`src/rtl/pic_pkg.sv`:
```
package pic_pkg;
  typedef enum logic {
    PH_IDLE  = 1'b0,
    PH_WAIT2 = 1'b1
  } ack_ph_t;
endpackage

```
`src/rtl/pic_prio_enc.sv`:
```
module pic_prio_enc #(
  parameter int N = 8,
  localparam int W = $clog2(N)
) (
  input  logic [N-1:0] vec,
  output logic         found,
  output logic [W-1:0] idx
);
  always_comb begin
    found = 1'b0;
    idx   = '0;
    for (int i = N - 1; i >= 0; i--) begin
      if (vec[i]) begin
        found = 1'b1;
        idx   = W'(i);
      end
    end
  end
endmodule

```
`src/rtl/pic_req_latch.sv`:
```
module pic_req_latch #(
  parameter int N = 8
) (
  input  logic         clk,
  input  logic         rst,
  input  logic [N-1:0] irq_in,
  input  logic [N-1:0] take,
  output logic [N-1:0] irr
);
  logic [N-1:0] irq_q;

  always_ff @(posedge clk) begin
    if (rst) begin
      irq_q <= '0;
      irr   <= '0;
    end else begin
      irq_q <= irq_in;
      irr   <= (irr & irq_in & ~take) | (irq_in & ~irq_q);
    end
  end

  // a low line never leaves its pending bit set
  assert_drop_clears_R1: assert property (@(posedge clk) disable iff (rst)
    1'b1 |=> ((irr & ~$past(irq_in)) == '0));
endmodule

```
`src/rtl/pic_svc.sv`:
```
module pic_svc #(
  parameter int N = 8,
  localparam int W = $clog2(N)
) (
  input  logic         clk,
  input  logic         rst,
  input  logic         set_en,
  input  logic [W-1:0] set_lvl,
  input  logic         eoi_ns,
  input  logic         eoi_sp,
  input  logic [W-1:0] eoi_lvl,
  output logic [N-1:0] isr,
  output logic         top_found,
  output logic [W-1:0] top_idx
);
  logic [N-1:0] clr_m;
  logic [N-1:0] set_m;

  pic_prio_enc #(.N(N)) u_top (
    .vec   (isr),
    .found (top_found),
    .idx   (top_idx)
  );

  always_comb begin
    clr_m = '0;
    if (eoi_ns && top_found) clr_m = clr_m | (N'(1) << top_idx);
    if (eoi_sp)              clr_m = clr_m | (N'(1) << eoi_lvl);
    set_m = set_en ? (N'(1) << set_lvl) : '0;
  end

  always_ff @(posedge clk) begin
    if (rst) isr <= '0;
    else     isr <= (isr & ~clr_m) | set_m;
  end

  assert_eoi_sp_clears_R8: assert property (@(posedge clk) disable iff (rst)
    (eoi_sp && !(set_en && set_lvl == eoi_lvl)) |=> !isr[$past(eoi_lvl)]);

  assert_eoi_ns_clears_R7: assert property (@(posedge clk) disable iff (rst)
    (eoi_ns && top_found && !set_en) |=> !isr[$past(top_idx)]);
endmodule

```
`src/rtl/prio_irq_ctrl.sv`:
```
module prio_irq_ctrl #(
  parameter int NLVL = 8,
  parameter int VW = 8,
  parameter logic [NLVL-1:0] CAS_MASK = '0,
  localparam int LW = $clog2(NLVL),
  localparam int BW = VW - LW
) (
  input  logic            clk,
  input  logic            rst,
  input  logic [NLVL-1:0] irq_in,
  input  logic            mask_wr,
  input  logic [NLVL-1:0] mask_data,
  input  logic            base_wr,
  input  logic [BW-1:0]   base_data,
  input  logic            eoi_ns,
  input  logic            eoi_sp,
  input  logic [LW-1:0]   eoi_lvl,
  input  logic            ack,
  output logic            int_req,
  output logic [VW-1:0]   vec_out,
  output logic            vec_vld,
  output logic            vec_own
);
  import pic_pkg::*;

  ack_ph_t         phase;
  logic            ack_q;
  logic [NLVL-1:0] mask_q;
  logic [BW-1:0]   base_q;
  logic [LW-1:0]   sel_lvl;
  logic [NLVL-1:0] irr;
  logic [NLVL-1:0] isr;
  logic [NLVL-1:0] take;
  logic            win_found;
  logic [LW-1:0]   win_idx;
  logic            svc_found;
  logic [LW-1:0]   svc_idx;
  logic            any_ok;
  logic            ack_rise;
  logic            edge1;
  logic            edge2;
  logic            own_now;

  assign ack_rise = ack && !ack_q;
  assign edge1    = ack_rise && (phase == PH_IDLE);
  assign edge2    = ack_rise && (phase == PH_WAIT2);
  assign any_ok   = win_found && (!svc_found || (win_idx < svc_idx));
  assign take     = (edge1 && any_ok) ? (NLVL'(1) << win_idx) : '0;
  assign own_now  = !CAS_MASK[sel_lvl];

  pic_req_latch #(.N(NLVL)) u_req (
    .clk    (clk),
    .rst    (rst),
    .irq_in (irq_in),
    .take   (take),
    .irr    (irr)
  );

  pic_prio_enc #(.N(NLVL)) u_win (
    .vec   (irr & ~mask_q),
    .found (win_found),
    .idx   (win_idx)
  );

  pic_svc #(.N(NLVL)) u_svc (
    .clk       (clk),
    .rst       (rst),
    .set_en    (edge1 && any_ok),
    .set_lvl   (win_idx),
    .eoi_ns    (eoi_ns),
    .eoi_sp    (eoi_sp),
    .eoi_lvl   (eoi_lvl),
    .isr       (isr),
    .top_found (svc_found),
    .top_idx   (svc_idx)
  );

  always_ff @(posedge clk) begin
    if (rst) begin
      ack_q   <= 1'b0;
      phase   <= PH_IDLE;
      mask_q  <= '0;
      base_q  <= '0;
      sel_lvl <= '0;
      int_req <= 1'b0;
      vec_out <= '0;
      vec_vld <= 1'b0;
      vec_own <= 1'b0;
    end else begin
      ack_q <= ack;
      if (mask_wr) mask_q <= mask_data;
      if (base_wr) base_q <= base_data;
      int_req <= (phase == PH_IDLE) && !ack_rise && any_ok;
      if (edge1) begin
        phase   <= PH_WAIT2;
        sel_lvl <= any_ok ? win_idx : '1;
      end else if (edge2) begin
        phase   <= PH_IDLE;
        vec_vld <= 1'b1;
        vec_own <= own_now;
        vec_out <= own_now ? {base_q, sel_lvl} : '0;
      end else if (!ack) begin
        vec_vld <= 1'b0;
        vec_own <= 1'b0;
        vec_out <= '0;
      end
    end
  end

  assert_no_req_mid_ack_R4: assert property (@(posedge clk) disable iff (rst)
    (phase == PH_WAIT2) |-> !int_req);

  assert_one_new_svc_R4: assert property (@(posedge clk) disable iff (rst)
    edge1 |=> ($countones(isr & ~$past(isr)) <= 1));

  assert_vec_after_second_R5: assert property (@(posedge clk) disable iff (rst)
    edge2 |=> vec_vld);

  assert_spurious_lvl_R6: assert property (@(posedge clk) disable iff (rst)
    (edge1 && !any_ok) |=> (sel_lvl == '1) && ((isr & ~$past(isr)) == '0));

  assert_own_implies_vld_R9: assert property (@(posedge clk) disable iff (rst)
    vec_own |-> vec_vld);
endmodule

```
`config.mk`:
```
export PLATFORM = sky130hd
export DESIGN_NAME = prio_irq_ctrl
export DESIGN_NICKNAME = d
export VERILOG_FILES = /design/src/rtl/pic_pkg.sv /design/src/rtl/pic_prio_enc.sv /design/src/rtl/pic_req_latch.sv /design/src/rtl/pic_svc.sv /design/src/rtl/prio_irq_ctrl.sv
export SDC_FILE = /design/constraint.sdc
export NUM_CORES = 1
export LEC_CHECK = 0
export BUFFER_PORTS_ARGS = -buffer_cell sky130_fd_sc_hd__buf_2
export CORE_MARGIN = 8
export CORE_UTILIZATION = 55
export DETAILED_ROUTE_END_ITERATION = 10
export PLACE_DENSITY = 0.88
export RECOVER_POWER = 50
export REMOVE_ABC_BUFFERS = 1
export SKIP_LAST_GASP = 1
export SYNTH_ARGS = -nofsm -noshare
export SYNTH_HDL_FRONTEND = slang
export SYNTH_SLANG_ARGS = --single-unit
```
`constraint.sdc`:
```
create_clock -name clk -period 1.8 [get_ports clk]
set_input_delay 0 -clock clk [delete_from_list [all_inputs] [get_ports clk]]
set_output_delay 0 -clock clk [all_outputs]
set_load 0.005 [all_outputs]
```
After elaboration in Yosys (flattened, before gate mapping)
Memories as Yosys holds them, arrays and structs flattened. A register that Yosys moved wholly into a read port is not among the register bits.
Cells that the tools add are included.
{"block": "totals", "rom_bits": 8, "memories": 1, "reg_bits": 53, "elab_cells": 95, "inputBits": 31}
{"name": "(name not given)", "depth": 8, "width": 1, "read_ports": 1, "rd_ports_with_merged_regs": 1, "write_ports": 0, "line": "prio_irq_ctrl.sv:49", "source": "assign own_now = !CAS_MASK[sel_lvl];"}
{"block": "classes", "n_bitwise": 14, "muxes": 47, "reduce_logical": 15, "shifts": 3, "magnitude_cmp": 2, "eq_ne": 1}
{"op": "$mux W3", "n": 19}
{"op": "$mux W8", "n": 6}
{"op": "$and A8 B8 Y8", "n": 5}
{"op": "$not A8 Y8", "n": 4}
{"op": "$or A8 B8 Y8", "n": 3}
{"op": "$shl A1 B3 Y8 const A", "n": 3}
{"op": "$mux W1", "n": 22}
{"op": "$logic_and A1 B1 Y1", "n": 8}
{"op": "$logic_not A1 Y1", "n": 4}
{"op": "$lt A3 B4 Y1 const B", "n": 1}
{"op": "$lt A3 B3 Y1", "n": 1}
{"op": "$ne A2 B1 Y1 const B", "n": 1}
{"op": "$not A1 Y1", "n": 2}
{"op": "$reduce_and A2 Y1", "n": 1}
{"op": "$reduce_bool A2 Y1", "n": 1}
{"op": "$logic_or A1 B1 Y1", "n": 1}

Depth between registers and ports, before layout
Gate-level depths: netlist (run 1).
{"block": "logic_depth", "word_depth": 18, "depth_mapped": 8, "mapped_depth_nobuf": 7}

Modules after synthesis
Synthesis (run 1) repeated with hierarchy kept, for this count alone.
{"block": "hier_totals", "hier_cells": 262, "area_unflattened_um2": 2369.8}
{"mod": "prio_irq_ctrl", "area_per_inst_um2": 1285.0, "seq_area_each_um2": 560.5, "n_inst": 1, "cells_per_inst": 145}
{"mod": "pic_req_latch", "area_per_inst_um2": 485.5, "seq_area_each_um2": 320.3, "n_inst": 1, "cells_per_inst": 40}
{"mod": "pic_svc", "area_per_inst_um2": 439.2, "seq_area_each_um2": 160.2, "n_inst": 1, "cells_per_inst": 51}
{"mod": "pic_prio_enc", "area_per_inst_um2": 80.1, "seq_area_each_um2": 0.0, "n_inst": 2, "cells_per_inst": 13}

Worst setup path before layout (run 1)
Ideal clock, no wire load.
{"block": "synth_path", "kind": "reg2reg", "startpoint": "register u_req.irr[6]", "endpoint": "register u_req.irr[4]", "path_stages_with_launch": 8, "synth_period_minus_slack_ns": 1.672, "path_slack_ns": 0.128, "arrival_ns": 1.544, "n_path_buf": 0, "cell_sequence": "dfxtp_1 nor2b_4 o21ai_2 a21bo_4 a311oi_2 nor3_2 nor4b_4 a31oi_1"}
{"block": "synth_via", "elab_chain_len": 16, "word_cells_on_any_way": 24, "cone_classes": "order compare: 1; shift: 1; mux: 15; bitwise: 4; reduce/logical: 3"}
{"element": "from (decl)", "line": "pic_req_latch.sv:8", "source": "output logic [N-1:0] irr"}
{"element": "from (signal assigned)", "line": "pic_req_latch.sv:18", "source": "irr <= (irr & irq_in & ~take) | (irq_in & ~irq_q);"}
{"element": "$and A8 B8 Y8 *", "line": "prio_irq_ctrl.sv:60", "source": ".vec (irr & ~mask_q),"}
{"element": "$mux W3 (7 in series)", "line": "pic_prio_enc.sv:13", "source": "if (vec[i]) begin"}
{"element": "$lt A3 B3 Y1", "line": "prio_irq_ctrl.sv:47", "source": "assign any_ok = win_found && (!svc_found || (win_idx < svc_idx));"}
{"element": "$logic_or A1 B1 Y1", "line": "prio_irq_ctrl.sv:47"}
{"element": "$logic_and A1 B1 Y1", "line": "prio_irq_ctrl.sv:47"}
{"element": "$logic_and A1 B1 Y1", "line": "prio_irq_ctrl.sv:48", "source": "assign take = (edge1 && any_ok) ? (NLVL'(1) << win_idx) : '0;"}
{"element": "$mux W8 *", "line": "prio_irq_ctrl.sv:48"}
{"element": "$not A8 Y8 *", "line": "pic_req_latch.sv:18"}
{"element": "$and A8 B8 Y8 *", "line": "pic_req_latch.sv:18"}
{"element": "$or A8 B8 Y8 *", "line": "pic_req_latch.sv:18"}
Every way passes the cells marked *; elsewhere a longest branch is shown, timed or not.
A chain may end at the register's enable or synchronous reset.

Worst setup path after layout (run 1)
{"block": "layout_path", "startpoint": "register u_svc.isr[3]", "endpoint": "register u_req.irr[4]"}
{"block": "layout_via", "elab_chain_len": 12, "word_cells_on_any_way": 17, "cone_classes": "order compare: 1; mux: 9; bitwise: 3; reduce/logical: 4"}
{"element": "from (decl)", "line": "pic_svc.sv:12", "source": "output logic [N-1:0] isr,"}
{"element": "from (signal assigned)", "line": "pic_svc.sv:34", "source": "else isr <= (isr & ~clr_m) | set_m;"}
{"element": "$mux W3 or $mux W1 (tied branches) (4 in series)", "line": "pic_prio_enc.sv:13"}
{"element": "$lt A3 B3 Y1 or $logic_not A1 Y1 (tied branches)", "line": "prio_irq_ctrl.sv:47"}
{"element": "$logic_or A1 B1 Y1 *", "line": "prio_irq_ctrl.sv:47"}
{"element": "$logic_and A1 B1 Y1 *", "line": "prio_irq_ctrl.sv:47"}
{"element": "$logic_and A1 B1 Y1 *", "line": "prio_irq_ctrl.sv:48"}
{"element": "$mux W8 *", "line": "prio_irq_ctrl.sv:48"}
{"element": "$not A8 Y8 *", "line": "pic_req_latch.sv:18"}
{"element": "$and A8 B8 Y8 *", "line": "pic_req_latch.sv:18"}
{"element": "$or A8 B8 Y8 *", "line": "pic_req_latch.sv:18"}
Marked as above.

==> impl_metrics.py, run 1 <==
metrics = {
    "status": {
        "status": "complete, no violations",
    },
    "cells_and_area": {
        "postLayoutCoreUtil_pct": 76.73,
        "multi_input_area_um2": 1260,
        "fillers": 280,
        "finalNonFillerCells": 390,
        "diodes": 0,
        "layout.nets": 370,
        "syn2layout_area_growth_pct": 33.46,
        "final_common_cell": "dfxtp_1",
        "mostFrequentLayoutCells": "dfxtp_1 (47), nand2_1 (37), buf_2 (37)",
        "layout-drive-gt1-share_pct": 28.82,
        "finalInstanceArea_um2": 3069,
        "regArea_um2": 1047,
    },
    "placement": {
        "place_hpwl_mm": 3.999,
        "finalWeightedCongestion": 0.9424,
        "numPortBuffers": 41,
        "dpl_cell_area_um2": 2656,
        "post-place-cells": 359,
    },
    "yosys": {
        "synth_area_per_cell_um2": 8.845,
        "async_flop_share_pct": 0,
        "ys.warnings.count": 0,
        "ys_seq_area_share_pct": 45.27,
        "netlist_area_um2": 2300,
        "netlist-cell-type-count": 45,
        "ys_ff_latch": 52,
        "synth_edf_count": 0,
        "synthCells": 260,
        "ys.flop_type": "dfxtp_1",
    },
    "die": {
        "rows": 23,
        "die_h_um": 80.66,
        "core_um2": 4000,
        "fp.dieArea_um2": 6506,
        "die_w_um": 80.66,
        "ioPinCount": 42,
        "start_util_pct": 57.49,
    },
    "worst_hold_path": {
        "worstHoldStart": "eoi_ns",
        "hold_class": "in -> reg",
    },
    "setup_path": {
        "cp-end-kind": "flip-flop",
        "worst-path-max-fanout": 6,
        "r2r_start": "u_svc.isr[3]",
        "crit_start": "u_svc.isr[3]",
        "worstPathArrival_ns": 1.94,
        "critPathKind": "reg -> reg",
        "required_ns": 1.98,
        "cp-start-kind": "flip-flop",
    },
    "sta": {
        "hold_viol_final": 0,
        "max_slew_margin_pct": 59.61,
        "fmaxAchievable_mhz": 567.9,
        "post-route-period-util_pct": 97.83,
        "slew_viol_final": 0,
        "finalSetupViolCount": 0,
        "finClkSkew_ns": 0.005384,
        "tightest_slew_ns": 0.6059,
        "fin_setup_tns_ns": 0,
        "min_period_ns": 1.761,
    },
    "job": {
        "maxCapViolCount": 0,
    },
    "global_routing": {
        "grt.total_usage_pct": 18.00,
        "grt_pass1_vias": 2088,
        "grt_max_degree": 16,
        "overflow": 0,
        "grt_first_pass_wirelength_mm": 9.225,
        "antenna_found_initial": 0,
    },
    "clock_tree": {
        "cts_htree_levels": 2,
        "cts_root_buffer": "clkbuf_8",
        "clock_latency_ns": 0.31,
        "numClockSinks": 52,
        "clockBufferDepth": 2,
        "cts_tree": "built",
        "path_clk_slew_ns": 0.09,
        "cts_buffers": 5,
    },
    "power_and_ir_drop": {
        "ir_drop_v": 0.0005926,
        "power_uw": 2422,
        "leakage_uw": 0.001302,
        "p_per_area_nw_per_um2": 789.1,
    },
    "detailed_routing": {
        "drt-pass1-iter-count": 4,
        "drt-wirelength-per-cell_um": 15.09,
        "drc_errors": 0,
        "wirelength_mm": 5.885,
        "avgViaCountPerCell": 5.387,
        "vias": 2101,
        "drt_iter0_drc": 86,
        "ant_nets": 0,
    },
}
worst max-delay path, cell delays in order, from the launching register on:
cell and delay (ns):
dfxtp_1 0.41, nor4_4 0.44, nand2_2 0.11, buf_4 0.16, nor4b_4 0.36, a31oi_1 0.14
Yosys cell counts, types with 2 or more instances:
master,n,share of area (%)
a21oi_1,15,3.3
a31oi_1,10,2.7
and2_1,3,0.82
buf_1,2,0.33
clkbuf_1,5,0.82
dfxtp_1,52,45
inv_1,13,2.1
mux2i_1,13,5.7
nand2_1,38,6.2
nand2b_1,14,3.8
nand2b_4,2,1.2
nor2_1,30,4.9
nor2b_1,11,3.0
nor2b_4,2,1.2
o2111ai_1,3,1.1
o211ai_1,4,1.3
o21ai_0,10,2.2
o21ai_1,2,0.44
o221ai_1,3,1.1
o31ai_1,3,0.98
per-layer routing:
metal	GRT usage [%]	up-vias	wire length [µm]
li1	-	1059	-
met1	19.20	977	2422
met2	33.12	56	3017
met3	3.906	9	350
met4	7.500	0	94
met5	0	-	0
flip-flops by register name (all words and copies together) (netlist names), 3 cells and up:
name         cells
u_req.irr        8
vec_out          8
base_q           5
u_svc.isr        8
mask_q           8
sel_lvl          3
u_req.irq_q      8
final timing paths:
kind,to,cells after the start,slack (ns)
setup / recovery,u_req.irr[4],5,0.04
hold / removal,u_svc.isr[0],4,0.01
setup reg to reg,u_req.irr[4],5,0.04
hold reg to reg,u_req.irr[1],1,0.42
report_power, final:
group	total [µW]	switching, µW	internal, µW
sequential	1250	40.1	1210
combinational	488	259	229
clock	683	370	313
per-stage QoR:
step	hold slack [ns]	setup WS (ns)
final	0.01330	0.03901
after global routing	0.05344	-0.01992
after CTS	0.01022	-0.01355
after detailed placement	0.2427	-0.06236
after global placement	0.2341	0.002169
after floorplan	0.06907	0.1275
kinds of logic after synthesis:
group | Yosys count | share of synthesized area [%]
simple gates | 111 | 25.79
compound gates | 60 | 18.94
flops | 52 | 45.27
buf+inv | 23 | 3.972
mux | 13 | 5.658
xor+xnor | 1 | 0.3809
repair_timing:
action / 4_1_cts / 5_1_grt
pin swaps: 6 / 7
setup endpoints to repair: 4 / 15
hold endpoints to repair: 21 / 0
hold buffers: 21 / 0
resized for setup: 4 / 20
buffers inserted: 1 / 2
cell type report:
type	count	share of cell area, %
repair buffers	81	18.02
flip-flops and latches	52	34.12
multi-input cells	185	41.05
well taps	50	2.038
inverters	14	1.712
clock buffers	7	2.813
clock inverters	1	0.2446
Power figures use the tool's default switching activity.
==> inputs of run 2 (changes only) <==
--- a/config.mk
+++ b/config.mk
@@ -7,9 +7,9 @@
 export LEC_CHECK = 0
 export BUFFER_PORTS_ARGS = -buffer_cell sky130_fd_sc_hd__buf_2
 export CORE_MARGIN = 8
-export CORE_UTILIZATION = 55
+export CORE_UTILIZATION = 49
 export DETAILED_ROUTE_END_ITERATION = 10
-export PLACE_DENSITY = 0.88
+export PLACE_DENSITY = 0.83
 export RECOVER_POWER = 50
 export REMOVE_ABC_BUFFERS = 1
 export SKIP_LAST_GASP = 1
==> constraint.sdc (replaced) <==
create_clock -name clk -period 1.6 [get_ports clk]
set_input_delay 0 -clock clk [delete_from_list [all_inputs] [get_ports clk]]
set_output_delay 0 -clock clk [all_outputs]
set_load 0.005 [all_outputs]
==> run 2 against run 1 <==
Net effect:
- the run now ends with setup timing left
- register-to-register slack got worse by 0.30 ns
- global-route usage increased by 0.36 points
- sequential cell count unchanged
- largest cell class unchanged
==> impl_metrics.py, run 2 (same netlist as run 1, synthesis figures left out) <==
metrics = {
    "sta": {
        "rsz0062_at_grt": "yes",
        "slew_viol_final": 0,
        "timing.final.ws_setup_ns": -0.2634,
        "finalSetupViolCount": 18,
        "min_period_ns": 1.863,
        "hold_viol_final": 0,
        "post-route-period-util_pct": 116.5,
        "tightest_slew_ns": 0.5586,
        "fmaxAchievable_mhz": 536.7,
        "max_slew_margin_pct": 62.76,
        "finClkSkew_ns": 0.007261,
    },
    "detailed_routing": {
        "vias": 2241,
        "wirelength_mm": 6.978,
        "drc_errors": 0,
        "drt-pass1-iter-count": 4,
        "avgViaCountPerCell": 5.387,
        "drt_iter0_drc": 137,
        "ant_nets": 0,
        "drt-wirelength-per-cell_um": 16.77,
    },
    "clock_tree": {
        "numClockSinks": 52,
        "path_clk_slew_ns": 0.10,
        "cts_buffers": 5,
        "cts_htree_levels": 2,
        "cts_tree": "built",
        "cts_root_buffer": "clkbuf_8",
        "clockBufferDepth": 2,
        "clock_latency_ns": 0.32,
    },
    "cells_and_area": {
        "mostFrequentLayoutCells": "dfxtp_1 (42), buf_4 (38), buf_2 (37)",
        "syn2layout_area_growth_pct": 44.83,
        "finalNonFillerCells": 416,
        "diodes": 0,
        "final_common_cell": "dfxtp_1",
        "layout.nets": 392,
        "layout-drive-gt1-share_pct": 38.12,
        "finalInstanceArea_um2": 3331,
    },
    "setup_path": {
        "required_ns": 1.80,
        "rrSetupSlack_ns": -0.26,
        "path_delay_family": "compound AO/OA/AOI/OAI gates",
        "r2r_start": "mask_q[4]",
        "worstPathArrival_ns": 2.07,
        "worst_path_max_delay_cell": "dfxtp_1",
        "worst-path-max-fanout": 3,
        "path_cells": "nand2b_4 -> o2111ai_2 -> a41oi_4 -> buf_4 -> nor3_4 -> nor4b_4 -> buf_4 -> a31oi_1",
        "crit_start": "mask_q[4]",
        "crit_top_cell": "buf_4",
        "worst-path-buf-inv": 2,
        "max_stage_delay_ns": 0.36,
        "critPathKind": "reg -> reg",
        "cp-start-kind": "flip-flop",
        "cp-end-kind": "flip-flop",
    },
    "global_routing": {
        "grt.total_usage_pct": 18.36,
        "grt_first_pass_wirelength_mm": 10.47,
        "antenna_found_initial": 0,
        "overflow": 0,
        "grt_pass1_vias": 2311,
        "grt_max_degree": 17,
    },
    "power_and_ir_drop": {
        "ir_drop_v": 0.0006268,
        "p_per_area_nw_per_um2": 856.1,
        "leakage_uw": 0.001426,
    },
    "die": {
        "core_um2": 4629,
        "ioPinCount": 42,
        "die_w_um": 84.51,
        "fp.dieArea_um2": 7141,
        "start_util_pct": 49.68,
        "die_h_um": 84.51,
        "rows": 25,
    },
    "job": {
        "maxCapViolCount": 0,
    },
    "placement": {
        "numPortBuffers": 41,
        "dpl_cell_area_um2": 2774,
        "dpl_worst_slack_ns": -0.2513,
        "post-place-cells": 378,
        "finalWeightedCongestion": 0.9512,
        "place_hpwl_mm": 4.164,
    },
    "worst_hold_path": {
        "hold_class": "in -> reg",
        "worstHoldStart": "eoi_ns",
    },
    "status": {
        "status": "finished, violations left",
        "violations": "setup timing",
    },
}
==> run 2: worst paths after layout <==
check,end,cells after the start
worst max register to register,u_req.irr[6],8
worst min register to register,u_req.irr[1],1
worst min-delay path,u_svc.isr[0],4
worst max-delay path,u_req.irr[6],8
==> run 2: stage by stage <==
step                      hold slack [ns]  setup TNS, ns  utilization, %  total power (µW)
after floorplan                   0.06907        -0.3526               -              1703
after global placement             0.2349         -1.304           59.92              1912
after detailed placement           0.2457         -2.164           59.92              1927
after CTS                         0.01188         -1.495           69.41              2756
after global routing              0.05383         -4.306           71.95              2945
final                             0.03475         -2.955           71.95              2851
==> run 2: layout make-up <==
cell class                 count  area, µm²
multi-input combinational    185       1338
fill                         311       1299
sequential                    52       1059
timing repair buffer         103      725.7
clock buffer                   6      72.57
tap                           54      67.56
inverter                      14      52.55
clock inverter                 2      16.27
==> run 2: what timing repair did <==
item / in CTS / in global routing
endpoints found under the hold margin: 21 / 0
pin swaps: 15 / 19
buffers inserted: 4 / 5
endpoints found under the setup margin: 18 / 18
resized for setup: 27 / 24
hold buffers: 21 / 0
==> run 2: tightest hold or removal path, cell delays in order <==
cell	delay [ns]
buf_2	0.09
inv_1	0.05
o211ai_1	0.11
a21oi_2	0.07
==> run 2: per-layer routing <==
metal | global-route usage (%) | vias up | part of all wire, %
met4 | 12.14 | 0 | 4.0
li1 | - | 1092 | -
met5 | 0 | - | 0
met3 | 5.366 | 25 | 6.0
met1 | 19.48 | 1048 | 41
met2 | 30.99 | 76 | 49
==> run 2: report_power, final <==
part	internal [µW]	switching (µW)	total, µW
Combinational	330	345	675
Clock	312	455	767
Sequential	1360	49.2	1410
